==> src/rtl/sbx_pkg.sv <==
package sbx_pkg;
    localparam int ADDR_W = 16;
    localparam int BYTE_W = 8;
    localparam int CNT_W  = 15;
    localparam int BIT_W  = $clog2(BYTE_W);
    localparam int HDR_BYTES = 4;
    localparam int HIDX_W = $clog2(HDR_BYTES);

    typedef enum logic {PH_HDR, PH_DATA} phase_t;

    typedef struct packed {
        logic             wr;
        logic [CNT_W-1:0] cnt;
    } ctl_t;

    // direction flag sits above the seven high count bits
    function automatic ctl_t decode_ctl(input logic [BYTE_W-1:0] hi,
                                        input logic [BYTE_W-1:0] lo);
        ctl_t c;
        c.wr  = hi[BYTE_W-1];
        c.cnt = {hi[BYTE_W-2:0], lo};
        return c;
    endfunction
endpackage

==> src/rtl/sbx_front.sv <==
module sbx_front (
    input  logic clk,
    input  logic rst,
    input  logic spi_sclk,
    input  logic spi_cs_n,
    input  logic spi_mosi,
    output logic active,
    output logic rise,
    output logic fall,
    output logic cs_end,
    output logic mosi_s
);
    logic sclk_q, sclk_d, cs_q, cs_d;

    always_ff @(posedge clk) begin
        if (rst) begin
            sclk_q <= 1'b0;
            sclk_d <= 1'b0;
            cs_q   <= 1'b1;
            cs_d   <= 1'b1;
            mosi_s <= 1'b0;
        end else begin
            sclk_q <= spi_sclk;
            sclk_d <= sclk_q;
            cs_q   <= spi_cs_n;
            cs_d   <= cs_q;
            mosi_s <= spi_mosi;
        end
    end

    assign active = ~cs_q;
    assign rise   = active & sclk_q & ~sclk_d;
    assign fall   = active & ~sclk_q & sclk_d;
    assign cs_end = cs_q & ~cs_d;
endmodule

==> src/rtl/sbx_rx.sv <==
module sbx_rx
    import sbx_pkg::*;
(
    input  logic              clk,
    input  logic              rst,
    input  logic              active,
    input  logic              rise,
    input  logic              mosi_s,
    output logic [BIT_W-1:0]  bit_cnt,
    output logic              byte_done,
    output logic [BYTE_W-1:0] rx_byte
);
    logic [BYTE_W-1:0] sh;

    always_ff @(posedge clk) begin
        if (rst || !active) begin
            sh      <= '0;
            bit_cnt <= '0;
        end else if (rise) begin
            sh      <= {sh[BYTE_W-2:0], mosi_s};
            bit_cnt <= bit_cnt + 1'b1;
        end
    end

    assign byte_done = rise && (bit_cnt == BIT_W'(BYTE_W - 1));
    assign rx_byte   = {sh[BYTE_W-2:0], mosi_s};
endmodule

==> src/rtl/sbx_tx.sv <==
module sbx_tx
    import sbx_pkg::*;
(
    input  logic              clk,
    input  logic              rst,
    input  logic              active,
    input  logic              fall,
    input  logic [BIT_W-1:0]  bit_cnt,
    input  logic [BYTE_W-1:0] tx_next,
    output logic              spi_miso
);
    logic [BYTE_W-1:0] sh;

    // a fall with a zero bit count starts a byte: load the prefetched value
    always_ff @(posedge clk) begin
        if (rst || !active)
            sh <= '0;
        else if (fall)
            sh <= (bit_cnt == '0) ? tx_next : {sh[BYTE_W-2:0], 1'b0};
    end

    assign spi_miso = sh[BYTE_W-1];
endmodule

==> src/rtl/sbx_seq.sv <==
module sbx_seq
    import sbx_pkg::*;
(
    input  logic              clk,
    input  logic              rst,
    input  logic              active,
    input  logic              cs_end,
    input  logic              byte_done,
    input  logic [BYTE_W-1:0] rx_byte,
    input  logic [BIT_W-1:0]  bit_cnt,
    input  logic [BYTE_W-1:0] bus_rdata,
    output logic [ADDR_W-1:0] bus_addr,
    output logic              bus_wr,
    output logic              bus_rd,
    output logic [BYTE_W-1:0] bus_wdata,
    output logic [BYTE_W-1:0] tx_next,
    output logic              len_err
);
    phase_t            phase;
    logic [HIDX_W-1:0] hidx;
    logic [ADDR_W-1:0] addr;
    logic [BYTE_W-1:0] ctl_hi;
    logic              is_wr;
    logic [CNT_W-1:0]  left;
    logic [CNT_W-1:0]  fetch_left;
    logic              rd_pend;
    ctl_t              ctl;

    assign ctl = decode_ctl(ctl_hi, rx_byte);

    always_ff @(posedge clk) begin
        if (rst) begin
            phase      <= PH_HDR;
            hidx       <= '0;
            addr       <= '0;
            ctl_hi     <= '0;
            is_wr      <= 1'b0;
            left       <= '0;
            fetch_left <= '0;
            rd_pend    <= 1'b0;
            tx_next    <= '0;
            bus_addr   <= '0;
            bus_wr     <= 1'b0;
            bus_rd     <= 1'b0;
            bus_wdata  <= '0;
            len_err    <= 1'b0;
        end else begin
            bus_wr  <= 1'b0;
            bus_rd  <= 1'b0;
            len_err <= 1'b0;
            rd_pend <= bus_rd;
            if (rd_pend)
                tx_next <= bus_rdata;
            if (!active) begin
                if (cs_end)
                    len_err <= (phase == PH_HDR) ? (hidx != '0 || bit_cnt != '0)
                                                 : (left != '0);
                phase      <= PH_HDR;
                hidx       <= '0;
                left       <= '0;
                fetch_left <= '0;
                tx_next    <= '0;
            end else if (byte_done) begin
                if (phase == PH_HDR) begin
                    hidx <= hidx + 1'b1;
                    case (hidx)
                        2'd0: addr[ADDR_W-1:BYTE_W] <= rx_byte;
                        2'd1: addr[BYTE_W-1:0]      <= rx_byte;
                        2'd2: ctl_hi                <= rx_byte;
                        default: begin
                            phase <= PH_DATA;
                            is_wr <= ctl.wr;
                            left  <= ctl.cnt;
                            if (!ctl.wr && ctl.cnt != '0) begin
                                bus_rd     <= 1'b1;
                                bus_addr   <= addr;
                                addr       <= addr + 1'b1;
                                fetch_left <= ctl.cnt - 1'b1;
                            end else begin
                                fetch_left <= '0;
                            end
                        end
                    endcase
                end else begin
                    if (left != '0)
                        left <= left - 1'b1;
                    if (is_wr) begin
                        tx_next <= '0;
                        if (left != '0) begin
                            bus_wr    <= 1'b1;
                            bus_addr  <= addr;
                            bus_wdata <= rx_byte;
                            addr      <= addr + 1'b1;
                        end
                    end else if (fetch_left != '0) begin
                        bus_rd     <= 1'b1;
                        bus_addr   <= addr;
                        addr       <= addr + 1'b1;
                        fetch_left <= fetch_left - 1'b1;
                    end else begin
                        tx_next <= '0;
                    end
                end
            end
        end
    end
endmodule

==> src/rtl/spi_burst_access.sv <==
module spi_burst_access
    import sbx_pkg::*;
(
    input  logic              clk,
    input  logic              rst,
    input  logic              spi_sclk,
    input  logic              spi_cs_n,
    input  logic              spi_mosi,
    output logic              spi_miso,
    output logic [ADDR_W-1:0] bus_addr,
    output logic              bus_wr,
    output logic              bus_rd,
    output logic [BYTE_W-1:0] bus_wdata,
    input  logic [BYTE_W-1:0] bus_rdata,
    output logic              len_err
);
    logic              active, rise, fall, cs_end, mosi_s, byte_done;
    logic [BIT_W-1:0]  bit_cnt;
    logic [BYTE_W-1:0] rx_byte, tx_next;

    sbx_front u_front (
        .clk(clk), .rst(rst), .spi_sclk(spi_sclk), .spi_cs_n(spi_cs_n),
        .spi_mosi(spi_mosi), .active(active), .rise(rise), .fall(fall),
        .cs_end(cs_end), .mosi_s(mosi_s)
    );

    sbx_rx u_rx (
        .clk(clk), .rst(rst), .active(active), .rise(rise), .mosi_s(mosi_s),
        .bit_cnt(bit_cnt), .byte_done(byte_done), .rx_byte(rx_byte)
    );

    sbx_seq u_seq (
        .clk(clk), .rst(rst), .active(active), .cs_end(cs_end),
        .byte_done(byte_done), .rx_byte(rx_byte), .bit_cnt(bit_cnt),
        .bus_rdata(bus_rdata), .bus_addr(bus_addr), .bus_wr(bus_wr),
        .bus_rd(bus_rd), .bus_wdata(bus_wdata), .tx_next(tx_next),
        .len_err(len_err)
    );

    sbx_tx u_tx (
        .clk(clk), .rst(rst), .active(active), .fall(fall),
        .bit_cnt(bit_cnt), .tx_next(tx_next), .spi_miso(spi_miso)
    );
endmodule

==> config.mk <==
export PLATFORM = sky130hd
export DESIGN_NAME = spi_burst_access
export DESIGN_NICKNAME = d
export VERILOG_FILES = /design/src/rtl/sbx_pkg.sv /design/src/rtl/sbx_front.sv /design/src/rtl/sbx_rx.sv /design/src/rtl/sbx_tx.sv /design/src/rtl/sbx_seq.sv /design/src/rtl/spi_burst_access.sv
export SDC_FILE = /design/constraint.sdc
export NUM_CORES = 1
export LEC_CHECK = 0
export BUFFER_PORTS_ARGS = -buffer_cell sky130_fd_sc_hd__buf_2
export CAP_MARGIN = 20
export CORE_AREA = 10 10 137 139
export CTS_BUF_LIST = sky130_fd_sc_hd__clkbuf_8
export CTS_CLUSTER_DIAMETER = 150
export CTS_CLUSTER_SIZE = 10
export DETAILED_ROUTE_END_ITERATION = 8
export DIE_AREA = 0 0 147 149
export PLACE_DENSITY = 0.63
export SLEW_MARGIN = 0
export SYNTH_ARGS = -nofsm -noshare
export SYNTH_HDL_FRONTEND = slang
export SYNTH_SLANG_ARGS = --single-unit
==> constraint.sdc <==
create_clock -name clk -period 2.4 [get_ports clk]
set_input_delay 0 -clock clk [delete_from_list [all_inputs] [get_ports clk]]
set_output_delay 0 -clock clk [all_outputs]
set_load 0.02 [all_outputs]
[Word level (Yosys, flattened, before mapping)]
Index checks and enable logic that the tools add are counted.
Cells by class
  $add $sub $neg: 6
  multiply operators: 0
  div/mod/pow operators: 0
  magnitude comparators: 0
  equality and inequality tests: 11
  shift operators: 0
  multiplexer cells: 36
  bitwise gates (word level): 14
  reduce and logical (&&, ||, !) cells: 31
Operators with widths (number)
  16-bit 2-to-1 mux: 11
  15-bit 2-to-1 mux: 8
  8-bit 2-to-1 mux: 6
  15-bit nonzero test: 3
  15-bit by 1-bit subtractor with 15-bit output (second input constant): 3
  8-bit one-hot mux with 2 select lines: 2
  6-bit AND reduction: 3
  16-bit by 1-bit adder with 16-bit output (second input constant): 1
  4-bit AND reduction: 3
  1-bit 2-to-1 mux: 9
  1-bit NOT: 9
  3-bit nonzero test: 3
  3-bit OR reduction: 3
  2-bit by 1-bit inequality test with 1-bit output (second input constant): 3
  2-bit inequality test (second input constant): 3
  3-bit inequality test (second input constant): 2
  2-bit OR reduction: 3
  1-bit bitwise AND: 5
  5-bit AND reduction: 1
  5-bit OR reduction: 1
  2-bit nonzero test: 2
  3-bit by 1-bit adder with 3-bit output (second input constant): 1
  3-bit == test (second input constant): 1
  3-bit zero test: 1
  other kinds (9): 11
Storage, ports and cells
  register bits after elaboration: 117
  bits in latches: 0
  bits in writable memories: 0
  bits in read-only memories: 0
  word-level logic and storage cells: 121
  memories kept: 0

[Longest topological paths before layout]
Gate-level depths: netlist of the first run.
  word-level depth: 6
  mapped depth: 10

[Cells and area by module]
Synthesis of the first run repeated with hierarchy kept, for this count alone.
Unflattened totals
  cell total of the unflattened synthesis: 734
  area, all modules: 5939.4 um2
By module, submodules not included
  sbx_seq: times used 1, cells an instance 638, area each 5017.3 um2
  sbx_rx: times used 1, cells an instance 37, area each 399.1 um2
  sbx_tx: times used 1, cells an instance 45, area each 359.1 um2
  sbx_front: times used 1, cells an instance 14, area each 163.9 um2

[Worst setup path before layout of the first run]
No wires, ideal clock.
  path kind: reg-to-reg
  from: register u_front.mosi_s
  to: register u_seq.bus_addr[6]
  library setup time: 0.119 ns
  arrival: 2.266 ns
  data required time: 2.281 ns
  slack: 0.015 ns
  cell stages (with the launch flop): 11
  period minus slack after synthesis: 2.385 ns
  cells stage by stage: dfxtp_1 clkbuf_1 inv_1 ha_1 nor2b_1 and4_1 or3_1 a31o_1 buf_6 buf_12 mux2i_1
Between the ends
  longest elaborated chain between the ends: 4
RTL lines
  start, declared: RTL line sbx_front.sv:11  | output logic mosi_s
  start signal, assigned: RTL line sbx_front.sv:27  | mosi_s <= spi_mosi;
  15-bit nonzero test: RTL line sbx_seq.sv:74  | if (!ctl.wr && ctl.cnt != '0) begin
  1-bit logical AND: RTL line sbx_seq.sv:74
  2-bit nonzero test (no line)
  6-bit AND reduction (no line)
  end signal, assigned: RTL line sbx_seq.sv:76  | bus_addr <= addr;
  end signal, assigned: RTL line sbx_seq.sv:91  | bus_addr <= addr;
  end signal, assigned: RTL line sbx_seq.sv:97  | bus_addr <= addr;
  end, declared: RTL line sbx_seq.sv:12  | output logic [ADDR_W-1:0] bus_addr,
No other way between the ends.
A chain may end at the register's enable or synchronous reset.

[Worst setup path in the final report of the first run]
  from: register u_seq.fetch_left[11]
  to: register u_seq.bus_addr[14]
Between the ends
  longest elaborated chain between the ends: 3
RTL lines
  start, declared: RTL line sbx_seq.sv:25  | logic [CNT_W-1:0] fetch_left;
  start signal, assigned: RTL line sbx_seq.sv:78  | fetch_left <= ctl.cnt - 1'b1;
  start signal, assigned: RTL line sbx_seq.sv:99  | fetch_left <= fetch_left - 1'b1;
  15-bit nonzero test: RTL line sbx_seq.sv:95  | end else if (fetch_left != '0) begin
  3-bit inequality test (no line)
  6-bit AND reduction (no line)
No other way between the ends.

==> flow_results.org, run 1 <==
** Global routing
- Global routing used roughly 4.4% of the available met3 tracks.
- The via count of the first global-routing pass is 5524.
- Wire length of the first global-routing pass :: ~29000 µm
- For this run, global-route usage on met1 was measured as approximately a fifth.
- GRT met2 Usage :: roughly 25%
- Entering global routing, the biggest net connects 48 pins.
- Overall routing resource usage :: 16.0%
- The initial antenna violation count is 0.
- Overflow after GRT :: 0
- The layer flagged by global routing as most heavily used is met2.

** Clock tree
- The clock drives 117 sinks.
- TritonCTS created 17 clock buffers.
- TritonCTS built the clock tree.
- In this run the deepest clock path goes through 2 buffers.
- The H-tree was split into 4 levels.
- Clock root cell :: sky130_fd_sc_hd__clkbuf_8
- Clock latency reported for the late side of the worst-skew pair :: around 0.45 ns
- Clock-pin slew was measured on the worst setup and hold paths at about 0.06 ns.

** Min path
- Worst hold path startpoint :: spi_cs_n
- For hold timing, the worst endpoint is u_front.cs_q.
- Along the worst hold path, the cell count comes to 3.
- The min-delay analysis places its worst path in the category primary input to flop.

** Timing
- Count of final max-slew check failures :: 0
- Unrepaired setup endpoints after global routing :: false
- The worst path in the final design needs a cycle of approximately 2.3 ns, including I/O delays and setup.
- Adding up every negative setup slack in the final design gives 0 ns.
- Based on the critical path, the design can be clocked at up to 0.440 GHz.
- Remaining max-slew budget at the tightest pin :: between 40% and 50%
- Dividing the final minimum period by the clock period gives 94.8%.
- Final count of negative-setup-slack endpoints :: 0
- Final Hold Vio Count :: 0
- Final worst-path setup slack :: approximately 0.13 ns
- Layout Skew :: ~0.017 ns
- At the pin with the least slew margin, the transition time is around 0.87 ns.

** Synth
- Flops & latches, synth :: roughly 120
- Summed over all instances, the cell type with the most area after synthesis is sky130_fd_sc_hd__dfxtp_1.
- Post-synthesis share of cell area spent on and, or, nand and nor gates :: between 20 and 25%
- Summing the areas of all compound-gate instances in the mapped netlist gives 20.8% of the synthesized area.
- Of the total synthesized cell area, the portion taken by XOR and XNOR cells is under 10%.
- Cell Area, Synth :: ~6300 µm²
- Syn_area_per_cell :: around 8.4 µm²
- By area the synthesized netlist is led by sky130_fd_sc_hd__dfxtp_1, sky130_fd_sc_hd__mux2i_1, sky130_fd_sc_hd__nand2_1, sky130_fd_sc_hd__nor2_1, sky130_fd_sc_hd__a21oi_1.
- Yosys warning count :: 0
- Fraction of post-synthesis cell area in the top cell type by area :: a little under two fifths
- Net Count, Synth :: just under 800
- Dominant combinational cell family by area after synthesis :: simple AND/OR/NAND/NOR gates
- For this run, the leading register cell type out of synthesis is sky130_fd_sc_hd__dfxtp_1.
- Netlist cell types :: 78
- Number of cells produced by synthesis :: around 750
- Multiplexer share of the synthesized area :: under 10%
- Share of synthesized cell area in full adder, half adder and majority cells :: roughly 2.2%
- Number of flops mapped to enable cells by yosys :: 0
- Register area share after synthesis :: a little under two fifths
- Proportion of synthesized flip-flops having asynchronous set or reset :: 0%

** Detailed routing
- Final routed DRC violation total :: 0
- After detailed routing, the average wire length per cell comes to ~16 µm.
- The routed design has between 15000 and 20000 µm of wire.
- Starting DRC count in detailed routing :: between 400 and 500
- The routed layout has approximately 5800 vias.
- After detailed routing, the number of vias per cell comes to 5.55.
- The pre-antenna-repair detailed-routing pass consisted of 5 iterations.
- The detail route stage leaves a number of antenna-violating nets equal to 0.

** Power and ir drop
- Pint :: a little under 3000 µW
- Share of total power in combinational logic :: under 10%
- Part of the power in the clock network :: between 40 and 50%
- Power dissipated by switching net loads :: between 800 and 900 µW
- For this design the ratio of total power to cell area is a little over 500 nW/µm².
- In this run switching power makes up between 20 and 25% of total power.
- Across the VDD grid, the largest voltage drop is 430 µV.
- Power comes to 3810 µW.
- Part of the total power dissipated in sequential elements :: slightly above 50%
- For this design the static power due to leakage is around 0.0030 µW.

** Floorplan
- The floorplan step set the die height to about 150 µm.
- The initialized floorplan defines 47 standard-cell rows.
- Area enclosed by the die boundary :: about 22000 µm²
- between 40 and 50 I/O pins were placed.
- Die span in x :: about 150 µm
- The region available for standard cell placement spans 16200 µm².
- For this configuration, the core starts out at a cell density of roughly 40%.

** Placed design
- After legalization and detailed placement, the total HPWL measured 12100 µm.
- The congestion estimate from routability-driven global placement came to just under 0.9.
- Buffers placed on the I/O ports in this run total 40.
- Prior to clock tree synthesis, the placed netlist has a worst setup slack of -0.0105 ns.
- Post-place instance area :: approximately 7000 µm²

** Cells and area
- The finished cells cover between 7000 and 8000 µm².
- Antenna cells :: 0
- Commonest cells after routing, fill and taps aside :: sky130_fd_sc_hd__dfxtp_1, sky130_fd_sc_hd__nand2_1, sky130_fd_sc_hd__nor2_1
- After filler insertion, the fill cell instance count of the layout stands at between 1500 and 2000.
- In the final layout, the share of cells above drive strength 1 is about a fifth.
- The library cell used most frequently in the layout, excluding fill and tap cells, is sky130_fd_sc_hd__dfxtp_1.
- P&R area growth vs syn :: 19.2%
- The net count of the finished layout is ~850.
- Final core area utilization :: ~46%

** Worst setup path
- Internal reg-to-reg setup slack :: about 0.13 ns
- Source of the worst register-to-register timing path :: u_seq.fetch_left[11]
- Of all nets on the critical path, the largest fanout is 16.
- Arrival time reported for the critical path endpoint :: approximately 2.6 ns
- Number of cell instances on the worst register-to-register path :: 5
- Path type of the worst setup path :: flop to flop
- The worst register-to-register path ends at u_seq.bus_addr[14].
- At the worst endpoint, the required time is ~2.8 ns.
- The worst setup path is captured at a flop.
- STA classifies the critical path startpoint as a flop.

** Status
- Status :: finished, final reports clean

** Flow run
- Max_cap viols :: 0
## power by group through the flow
| stage | registers (µW) | logic, µW | clock network (µW) |
|---|---|---|---|
| 2_1_floorplan | 2010 | 95.5 | 0 |
| 3_3_place_gp | 2020 | 143 | 0 |
| 3_5_place_dp | 2020 | 142 | 0 |
| 4_1_cts | 1970 | 160 | 1730 |
| 5_1_grt | 1980 | 176 | 1810 |
| 6_report | 1980 | 160 | 1680 |
## cells in the mapped netlist, types with 3 or more instances
cell type	number
sky130_fd_sc_hd__o311ai_0	3
sky130_fd_sc_hd__o31a_1	5
sky130_fd_sc_hd__clkbuf_1	44
sky130_fd_sc_hd__o31ai_1	3
sky130_fd_sc_hd__and3_1	4
sky130_fd_sc_hd__o221a_2	3
sky130_fd_sc_hd__mux2i_1	50
sky130_fd_sc_hd__nor3_1	22
sky130_fd_sc_hd__nand4_1	6
sky130_fd_sc_hd__a31o_1	4
sky130_fd_sc_hd__or4_1	14
sky130_fd_sc_hd__or3_1	9
sky130_fd_sc_hd__a211oi_1	10
sky130_fd_sc_hd__and4b_1	3
sky130_fd_sc_hd__o32ai_1	11
sky130_fd_sc_hd__nor4_1	18
sky130_fd_sc_hd__nor2b_1	14
sky130_fd_sc_hd__nor3b_1	5
sky130_fd_sc_hd__a31oi_1	15
sky130_fd_sc_hd__o211ai_1	3
sky130_fd_sc_hd__nand4b_1	3
sky130_fd_sc_hd__nand3b_1	3
sky130_fd_sc_hd__buf_1	7
sky130_fd_sc_hd__nand2b_1	6
sky130_fd_sc_hd__a22oi_1	10
sky130_fd_sc_hd__inv_1	20
sky130_fd_sc_hd__o21a_1	3
sky130_fd_sc_hd__nor2_1	74
sky130_fd_sc_hd__xnor2_1	9
sky130_fd_sc_hd__o21ai_1	13
sky130_fd_sc_hd__buf_2	6
sky130_fd_sc_hd__o21ai_0	18
sky130_fd_sc_hd__ha_1	11
sky130_fd_sc_hd__nand3_1	18
sky130_fd_sc_hd__nand2_1	85
sky130_fd_sc_hd__dfxtp_1	117
sky130_fd_sc_hd__a21oi_1	51
## worst max-delay path by stage
stage                               startpoint            endpoint  slack [ns]  cells after the start
after floorplan                 u_front.mosi_s   u_seq.bus_addr[6]        0.02                     10
after global placement         u_rx.bit_cnt[1]       u_seq.left[0]       0.003                      7
after detailed placement       u_rx.bit_cnt[1]       u_seq.left[0]       -0.01                      7
after CTS                  u_seq.fetch_left[0]       u_seq.addr[8]       0.009                      7
after global routing             u_seq.left[7]  u_seq.bus_wdata[3]        0.02                      7
final                     u_seq.fetch_left[11]  u_seq.bus_addr[14]        0.13                      5
## cells by family (layout without fill, tap and decap cells)
group,after synthesis,count (layout)
xor gates and xnor gates,10,10
muxes,52,52
and+or+nand+nor,299,299
DFF,117,117
AOI/OAI and AO/OA,182,182
adders and majority gates,11,11
buffers and inverters,82,161
## state kept, by name, summed over array words and instances (netlist names), 8 cells and up
register          cells
u_tx.sh               8
u_seq.bus_wdata       8
u_seq.bus_addr       16
u_seq.tx_next         8
u_seq.left           15
u_seq.addr           16
u_seq.fetch_left     15
u_seq.ctl_hi          8
## what timing repair did
| action | in CTS | in global routing |
|---|---|---|
| gates resized for setup | 1 | 5 |
| buffers inserted | 0 | 0 |
| hold buffers | 14 | 0 |
| hold endpoints to repair | 21 | 0 |
| setup endpoints to repair | 2 | 36 |
| pin swaps | 0 | 2 |
## cell type report
type                            count  area (µm²)  area share, %
Inverter                           21        78.8           1.05
Clock buffer                       22         303           4.03
Multi-Input combinational cell    554        3640           48.4
Timing Repair Buffer              113         821           10.9
Sequential cell                   117        2340           31.2
Tap cell                          220         275           3.66
Clock inverter                      5        52.6          0.700
## per-layer routing
| layer | part of all wire [%] | vias up |
|---|---|---|
| li1 | - | 2912 |
| met4 | 1.7 | 0 |
| met1 | 47 | 2733 |
| met2 | 46 | 169 |
| met3 | 5.3 | 21 |
| met5 | 0 | - |
## stage by stage
step / instances / hold slack, ns
6_report: 1052 / 0.279
2_1_floorplan: 753 / 0.104
4_1_cts: 1052 / 0.249
5_1_grt: 1052 / 0.261
3_3_place_gp: 1011 / 0.184
3_5_place_dp: 1011 / 0.187
## worst max-delay path, cell delays in order, from the launching register on
cell	delay, ns
sky130_fd_sc_hd__dfxtp_1	0.38
sky130_fd_sc_hd__or4_4	0.62
sky130_fd_sc_hd__o41ai_4	0.53
sky130_fd_sc_hd__a31o_1	0.27
sky130_fd_sc_hd__buf_12	0.18
sky130_fd_sc_hd__mux2i_1	0.20
No activity file was read; power rests on OpenSTA's default activity.
==> run 2: changes to the inputs <==
MAX_ROUTING_LAYER = met4   (was default)
==> run 2 against run 1 <==
Sequential share of layout area unchanged. Clock skew about the same. Setup slack improved by 0.0023 ns.
==> flow_results.org, run 2 (same netlist as run 1, synthesis figures left out) <==
** Worst setup path
- The required arrival time at the worst endpoint came to 2.77 ns (about the same).
- Path type of the worst setup path :: flop to flop
- Crit-path max FO :: 16 (unchanged)
- The worst setup slack for register-to-register paths was 0.13 ns (about the same).
- Category of the worst setup path capture point :: flop
- The buffers plus inverters on the worst setup path is 1 (unchanged).
- Largest delay share family, worst path :: compound AO/OA/AOI/OAI gates
- Highest-delay cell along the critical path :: sky130_fd_sc_hd__or4_4
- Largest stage delay on the critical path :: 0.62 ns (about the same)
- The signal on the critical path passes through or4_4, o41ai_4, a31o_1, buf_12, mux2i_1.
- The worst setup path is launched from a flop.
- The arrival time at the worst endpoint was 2.64 ns (about the same).

** Cells and area
- The number of nets in the layout was 848 (unchanged).
- The number of antenna repair diodes came to 0 (unchanged).
- Commonest cells after routing, fill and taps aside :: sky130_fd_sc_hd__dfxtp_1, sky130_fd_sc_hd__nand2_1, sky130_fd_sc_hd__nor2_1
- FF/Latch Area :: 2340 µm² (unchanged)
- Combined area of the multi-input logic cells :: 3640 µm² (unchanged)
- The number of inserted filler cells in the final layout came to 1579 (unchanged).
- Design Area, Final :: 7510 µm² (unchanged)
- The synthesis-to-layout area growth came to 19.2% (unchanged).
- Most common cell after layout, fill and taps aside :: sky130_fd_sc_hd__dfxtp_1
- Proportion of layout cells with a drive suffix above 1 :: 18.8% (unchanged)
- Final core area utilization :: 46.4% (unchanged)
- Largest registers :: u_seq.addr (16), u_seq.bus_addr (16)

** Placed design
- The HPWL after detailed placement came to 12100 µm (unchanged).
- Count of port buffers added during placement :: 40 (unchanged)
- Placer Congestion :: 0.887 (+1.6%)
- The total cell area at the placement stage came to 6990 µm² (unchanged).
- The worst-case setup slack after placement was -0.0105 ns (unchanged).

** Power and ir drop
- The leakage power figure came to 0.00295 µW (unchanged).
- Power density over cell area :: 508 nW/µm² (about the same)
- IR Drop Worst-Case VDD :: 430 µV (about the same)
- Total Power Consumption :: 3810 µW (about the same)

** Global routing
- The via count of the first global-routing pass is 5538 (+0.25%).
- The total track usage came to 16.4% (+0.46 points).
- The total overflow reported by the global router came to 0 (unchanged).
- Wire length of the first global-routing pass :: 28900 µm (about the same)
- The initial antenna violation count was 0 (unchanged).
- The maximum number of pins on one net before global-route repair is 48 (unchanged).

** Timing
- Max Clk Rate :: 0.440 GHz (+0.10%)
- The count of endpoints failing hold in the final timing report was 0 (unchanged).
- The headroom to the max-slew limit came to 41.6% (-0.45 points).
- Final count of negative-setup-slack endpoints :: 0 (unchanged)
- Ratio of final minimum period to clock period :: 94.7% (-0.098 points)
- The count of pins over their slew limit was 0 (unchanged).
- The transition time at the pin with the least slew margin came to 0.874 ns (+0.00666 ns).
- Layout Skew :: 0.0171 ns (+0.000109 ns)
- The final critical path time including I/O delays and setup is 2.27 ns (-0.00235 ns).
- Setup repair after global routing left no endpoint under its margin.
- The final worst-path setup slack was 0.128 ns (+0.00235 ns).
- Setup TNS Final :: 0 ns (unchanged)

** Detailed routing
- The count of unresolved DRC violations after routing came to 0 (unchanged).
- Number of nets still failing antenna checks after routing :: 0 (unchanged)
- Drt first pass iters :: 5 (unchanged)
- Vias after detailed routing :: 5789 (-0.79%)
- The initial detailed-routing violation count came to 466 (-1.1%).
- The aggregate routed wire length was 17400 µm (+0.44%).
- The detail-routed via count per cell was 5.50 (-0.79%).
- The per-cell routed wire length was 16.5 µm (+0.44%).

** Status
- The flow ran to the end, and the final reports show no timing, DRC or antenna violations.

** Clock tree
- The count of H-tree levels built during CTS came to 4 (unchanged).
- The number of buffers inserted during clock tree synthesis was 17 (unchanged).
- Number of sinks handled by clock tree synthesis :: 117 (unchanged)
- Maximum buffer depth of the clock tree :: 2 (unchanged)
- Clock latency reported for the late side of the worst-skew pair :: 0.44 ns (about the same)
- The root buffer cell chosen for the clock tree is sky130_fd_sc_hd__clkbuf_8.
- The clock input transition at the sequential cells of the worst setup and hold paths was 0.06 ns (about the same).
- TritonCTS built the clock tree.
- The setup fix buffers added after clock tree synthesis was 0 (unchanged).

** Floorplan
- The initial core utilization is 39.0% (unchanged).
- The die height was 149 µm (unchanged).
- Num rows :: 47 (unchanged)
- Count of boundary I/O pins :: 41 (unchanged)
- The overall die width was 147 µm (unchanged).
- The core area is 16200 µm² (unchanged).
- Area enclosed by the die boundary :: 21900 µm² (unchanged)

** Min path
- Worst hold path class :: primary input to flop

** Flow run
- The max-capacitance violation count is 0 (unchanged).
-- run 2: cell counts in the layout (fill, tap and decap cells not counted) --
No cell type changed its count.
-- run 2: layout make-up --
type	count	area share, %
multi-input combinational	554	48.4
sequential	117	31.2
timing repair buffer	113	10.9
clock buffer	22	4.03
tap	220	3.66
inverter	21	1.05
clock inverter	5	0.700
-- run 2: where the power goes --
group / switching, µW / total, µW / internal (µW)
Clock: 756 / 1680 / 921
Sequential: 21.5 / 1980 / 1960
Combinational: 92.6 / 160 / 67.5
Total: 870 / 3810 / 2940
-- run 2: what timing repair did --
item / CTS / global route
pin swaps: 0 / 2
resized for setup: 1 / 5
endpoints found under the setup margin: 2 / 36
hold buffers: 14 / 0
endpoints found under the hold margin: 21 / 0
-- run 2: worst paths after layout --
kind	depth (start not counted)	startpoint	to
setup / recovery	5	u_seq.fetch_left[11]	u_seq.bus_addr[14]
hold / removal	3	spi_cs_n	u_front.cs_q
setup reg to reg	5	u_seq.fetch_left[11]	u_seq.bus_addr[14]
hold reg to reg	2	u_seq.bus_addr[5]	u_seq.bus_addr[5]
-- run 2: worst min-delay path: stages --
cell and delay (ns):
sky130_fd_sc_hd__dlygate4sd3_1 0.52, sky130_fd_sc_hd__buf_2 0.09, sky130_fd_sc_hd__or2_2 0.08
-- run 2: metrics by stage --
| step | hold slack (ns) | std cells |
|---|---|---|
| 2_1_floorplan | 0.104 | 753 |
| 3_3_place_gp | 0.184 | 1011 |
| 3_5_place_dp | 0.187 | 1011 |
| 4_1_cts | 0.249 | 1052 |
| 5_1_grt | 0.261 | 1052 |
| 6_report | 0.284 | 1052 |
-- run 2: per-layer routing --
layer / share of wire [%] / wire length [µm] / up-vias / global-route usage [%]
li1: - / - / 2908 / -
met1: 47 / 8220 / 2712 / 20.9
met2: 47 / 8110 / 152 / 25.5
met3: 4.6 / 809 / 17 / 4.04
met4: 1.5 / 269 / 0 / 4.71
met5: 0 / 0 / - / -
==> run 3: changes to the inputs <==
CORE_AREA = 10 10 146 148   (was 10 10 137 139)
DIE_AREA = 0 0 156 158   (was 0 0 147 149)
PLACE_DENSITY = 0.57   (was 0.63)
==> run 3 against run 2 <==
Power up 9.3%. Clock power increased by 21%. First-iteration DRC count is 26% lower. Routed wire length rose by 4.3%. Non-clock buffer count unchanged. Critical path type unchanged. Critical endpoint is now u_seq.addr[8].
==> flow_results.org, run 3 (same netlist as run 1, synthesis figures left out) <==
** Power and ir drop
- The maximum ir drop on the vdd rail was 341 µV (-21%).
- The power per unit of standard cell area came to 548 nW/µm² (+8.0%).
- The leakage power figure is 0.00298 µW (+0.98%).

** Floorplan
- The core area is 18500 µm² (+14%).
- Area enclosed by the die boundary :: 24600 µm² (+13%)
- Count of boundary I/O pins :: 41 (unchanged)
- Chip height :: 158 µm (+6.0%)
- The cell row count came to 50 (+6.4%).
- The overall die width was 156 µm (+6.1%).
- Starting utilization of the core area :: 34.2% (-4.8 points)

** Timing
- The final worst-path setup slack is 0.145 ns (+0.0171 ns).
- The transition time at the pin with the least slew margin was 1.08 ns (+0.202 ns).
- Layout Skew :: 0.0199 ns (+0.00285 ns)
- Final count of negative-setup-slack endpoints :: 0 (unchanged)
- The fmax was 0.443 GHz (+0.76%).
- Unrepaired setup endpoints after global routing :: false
- Ratio of final minimum period to clock period :: 94.0% (-0.71 points)
- Final Hold Vio Count :: 0 (unchanged)
- Setup TNS Final :: 0 ns (unchanged)
- Remaining max-slew budget at the tightest pin :: 28.1% (-14 points)
- Post-route minimum period :: 2.26 ns (-0.0171 ns)
- The count of pins over their slew limit came to 0 (unchanged).

** Global routing
- Overflow after GRT :: 0 (unchanged)
- The maximum number of pins on one net before global-route repair was 37 (-23%).
- Overall routing resource usage :: 15.1% (-1.3 points)
- The via count of the first global-routing pass is 5615 (+1.4%).
- The initial antenna violation count was 0 (unchanged).
- Wire length of the first global-routing pass :: 29300 µm (+1.5%)

** Worst setup path
- On the critical path, the stage with the largest delay is an instance of sky130_fd_sc_hd__or3b_1.
- The critical path is of the flop to flop type.
- The largest incremental delay on the critical path was 0.43 ns (-0.19 ns).
- The worst register-to-register path begins at u_seq.left[0].
- The required arrival time at the worst endpoint was 2.73 ns (-0.04 ns).
- The signal on the critical path passes through inv_1, ha_1, or3b_1, nor4_2, buf_4, a221o_1, or2_1, o32ai_1.
- Number of cell instances on the worst register-to-register path :: 8 (+3)
- Largest delay share family, worst path :: simple AND/OR/NAND/NOR gates
- STA classifies the critical path startpoint as a flop.
- STA classifies the critical path endpoint as a flop.
- The worst register-to-register path ends at u_seq.addr[8].
- Internal reg-to-reg setup slack :: 0.14 ns (+0.02 ns)
- The arrival time at the worst endpoint is 2.58 ns (-0.06 ns).
- The buffers plus inverters on the worst setup path was 2 (+1).
- The maximum net fanout on the critical path is 8 (-8).

** Min path
- Number of instances on the worst hold path :: 3 (unchanged)
- The path with the worst hold slack has its endpoint at u_front.cs_q.
- In this run the worst hold path is classified as primary input to flop.
- Worst hold path startpoint :: spi_cs_n

** Detailed routing
- The total vias in the final route is 5819 (+0.52%).
- Number of nets still failing antenna checks after routing :: 0 (unchanged)
- Drt first pass iters :: 5 (unchanged)
- The per-cell routed wire length came to 16.9 µm (+2.4%).
- Overall routed net length :: 18200 µm (+4.3%)
- Final routed DRC violation total :: 0 (unchanged)
- Vias per std cell :: 5.43 (-1.4%)
- The initial detailed-routing violation count came to 346 (-26%).

** Cells and area
- In the layout the commonest cells are sky130_fd_sc_hd__dfxtp_1, sky130_fd_sc_hd__nand2_1, sky130_fd_sc_hd__nor2_1.
- Compared with the post-synthesis result, the final layout area differs by 20.6%.
- Leaving out fill and tap cells, the most frequent cell in the layout is sky130_fd_sc_hd__dfxtp_1.
- Proportion of layout cells with a drive suffix above 1 :: 19.0% (+0.25 points)
- The number of nets in the layout is 848 (unchanged).
- Largest registers :: u_seq.addr (16), u_seq.bus_addr (16)
- Design Area, Final :: 7600 µm² (+1.2%)

** Flow run
- Max_cap viols :: 0 (unchanged)

** Placed design
- The routability congestion estimate came to 0.854 (-3.7%).
- Pre-CTS setup slack :: 0.0740 ns (+0.0845 ns)
- Post-place instance area :: 7030 µm² (+0.54%)
- Detailed Place HPWL :: 12500 µm (+3.1%)
- The number of buffers added on ports came to 40 (unchanged).

** Clock tree
- Worst-path clk slew :: 0.08 ns (+0.02 ns)
- The clock latency on the worst-skew pair came to 0.45 ns (about the same).
- CTS H-tree lvls :: 4 (unchanged)
- Number of clock buffers inserted by TritonCTS :: 17 (unchanged)
- Maximum buffer depth of the clock tree :: 2 (unchanged)
- Number of sinks handled by clock tree synthesis :: 117 (unchanged)
- Clock root cell :: sky130_fd_sc_hd__clkbuf_8
- TritonCTS built the clock tree.
- The setup fix buffers added after clock tree synthesis is 0 (unchanged).

** Status
- The run finished with clean final reports.
-- run 3: changes by cell type in the layout (fill, tap and decap cells not counted), moves of 3 or more --
| cell | previous run | this run |
|---|---|---|
| sky130_fd_sc_hd__inv_6 | 0 | 4 |
| sky130_fd_sc_hd__clkbuf_8 | 22 | 17 |
| sky130_fd_sc_hd__clkinvlp_4 | 0 | 3 |
| sky130_fd_sc_hd__bufinv_16 | 1 | 4 |
-- run 3: area by class of cell --
cell class              count  area (µm²)
diodes                      1        2.50
flip-flops and latches    117        2340
inverters                  21        78.8
multi-input cells         554        3620
repair buffers            113         831
fillers                  1860       10900
clock inverters            15         201
well taps                 234         293
clock buffers              17         234
-- run 3: per-layer routing --
metal	up-vias	part of all wire [%]	global-route usage [%]
met4	0	0.97	4.77
met3	21	3.7	3.26
met1	2747	47	18.6
met5	-	0	-
li1	2919	-	-
met2	132	48	24.3
-- run 3: through the flow --
| step | total power (µW) | util, % | cells | hold slack (ns) |
|---|---|---|---|---|
| 2_1_floorplan | 2100 | - | 753 | 0.104 |
| 3_3_place_gp | 2160 | 38.1 | 1026 | 0.184 |
| 3_5_place_dp | 2160 | 38.1 | 1026 | 0.188 |
| 4_1_cts | 4210 | 41.1 | 1071 | 0.250 |
| 5_1_grt | 4310 | 41.2 | 1071 | 0.278 |
| 6_report | 4170 | 41.2 | 1072 | 0.293 |
-- run 3: worst max path at each step --
stage	from	end	slack (ns)	cells after the start
after detailed placement	u_seq.fetch_left[0]	u_seq.addr[8]	0.07	7
after floorplan	u_front.mosi_s	u_seq.bus_addr[6]	0.02	10
after global placement	u_seq.fetch_left[0]	u_seq.addr[11]	0.12	7
after CTS	u_seq.fetch_left[0]	u_seq.addr[8]	0.06	7
after global routing	u_seq.fetch_left[1]	u_seq.addr[8]	0.004	7
final	u_seq.left[0]	u_seq.addr[8]	0.14	8
-- run 3: worst reg2reg max path, cell delays in order, from the launching register on --
cell and delay [ns]:
sky130_fd_sc_hd__dfxtp_1 0.32, sky130_fd_sc_hd__inv_1 0.09, sky130_fd_sc_hd__ha_1 0.20, sky130_fd_sc_hd__or3b_1 0.43, sky130_fd_sc_hd__nor4_2 0.25, sky130_fd_sc_hd__buf_4 0.18
sky130_fd_sc_hd__a221o_1 0.21, sky130_fd_sc_hd__or2_1 0.32, sky130_fd_sc_hd__o32ai_1 0.14
-- run 3: power by group --
group          leakage, µW  total [µW]  switching, µW  internal (µW)
registers         0.000944        1980           22.3           1950
logic              0.00182         156           91.6           64.3
clock network     0.000213        2040            897           1140
total              0.00298        4170           1010           3160
-- run 3: timing repair --
| action | CTS | global route |
|---|---|---|
| hold endpoints to repair | 22 | 0 |
| setup endpoints to repair | 0 | 12 |
| resized for setup | 0 | 1 |
| hold buffers | 13 | 0 |
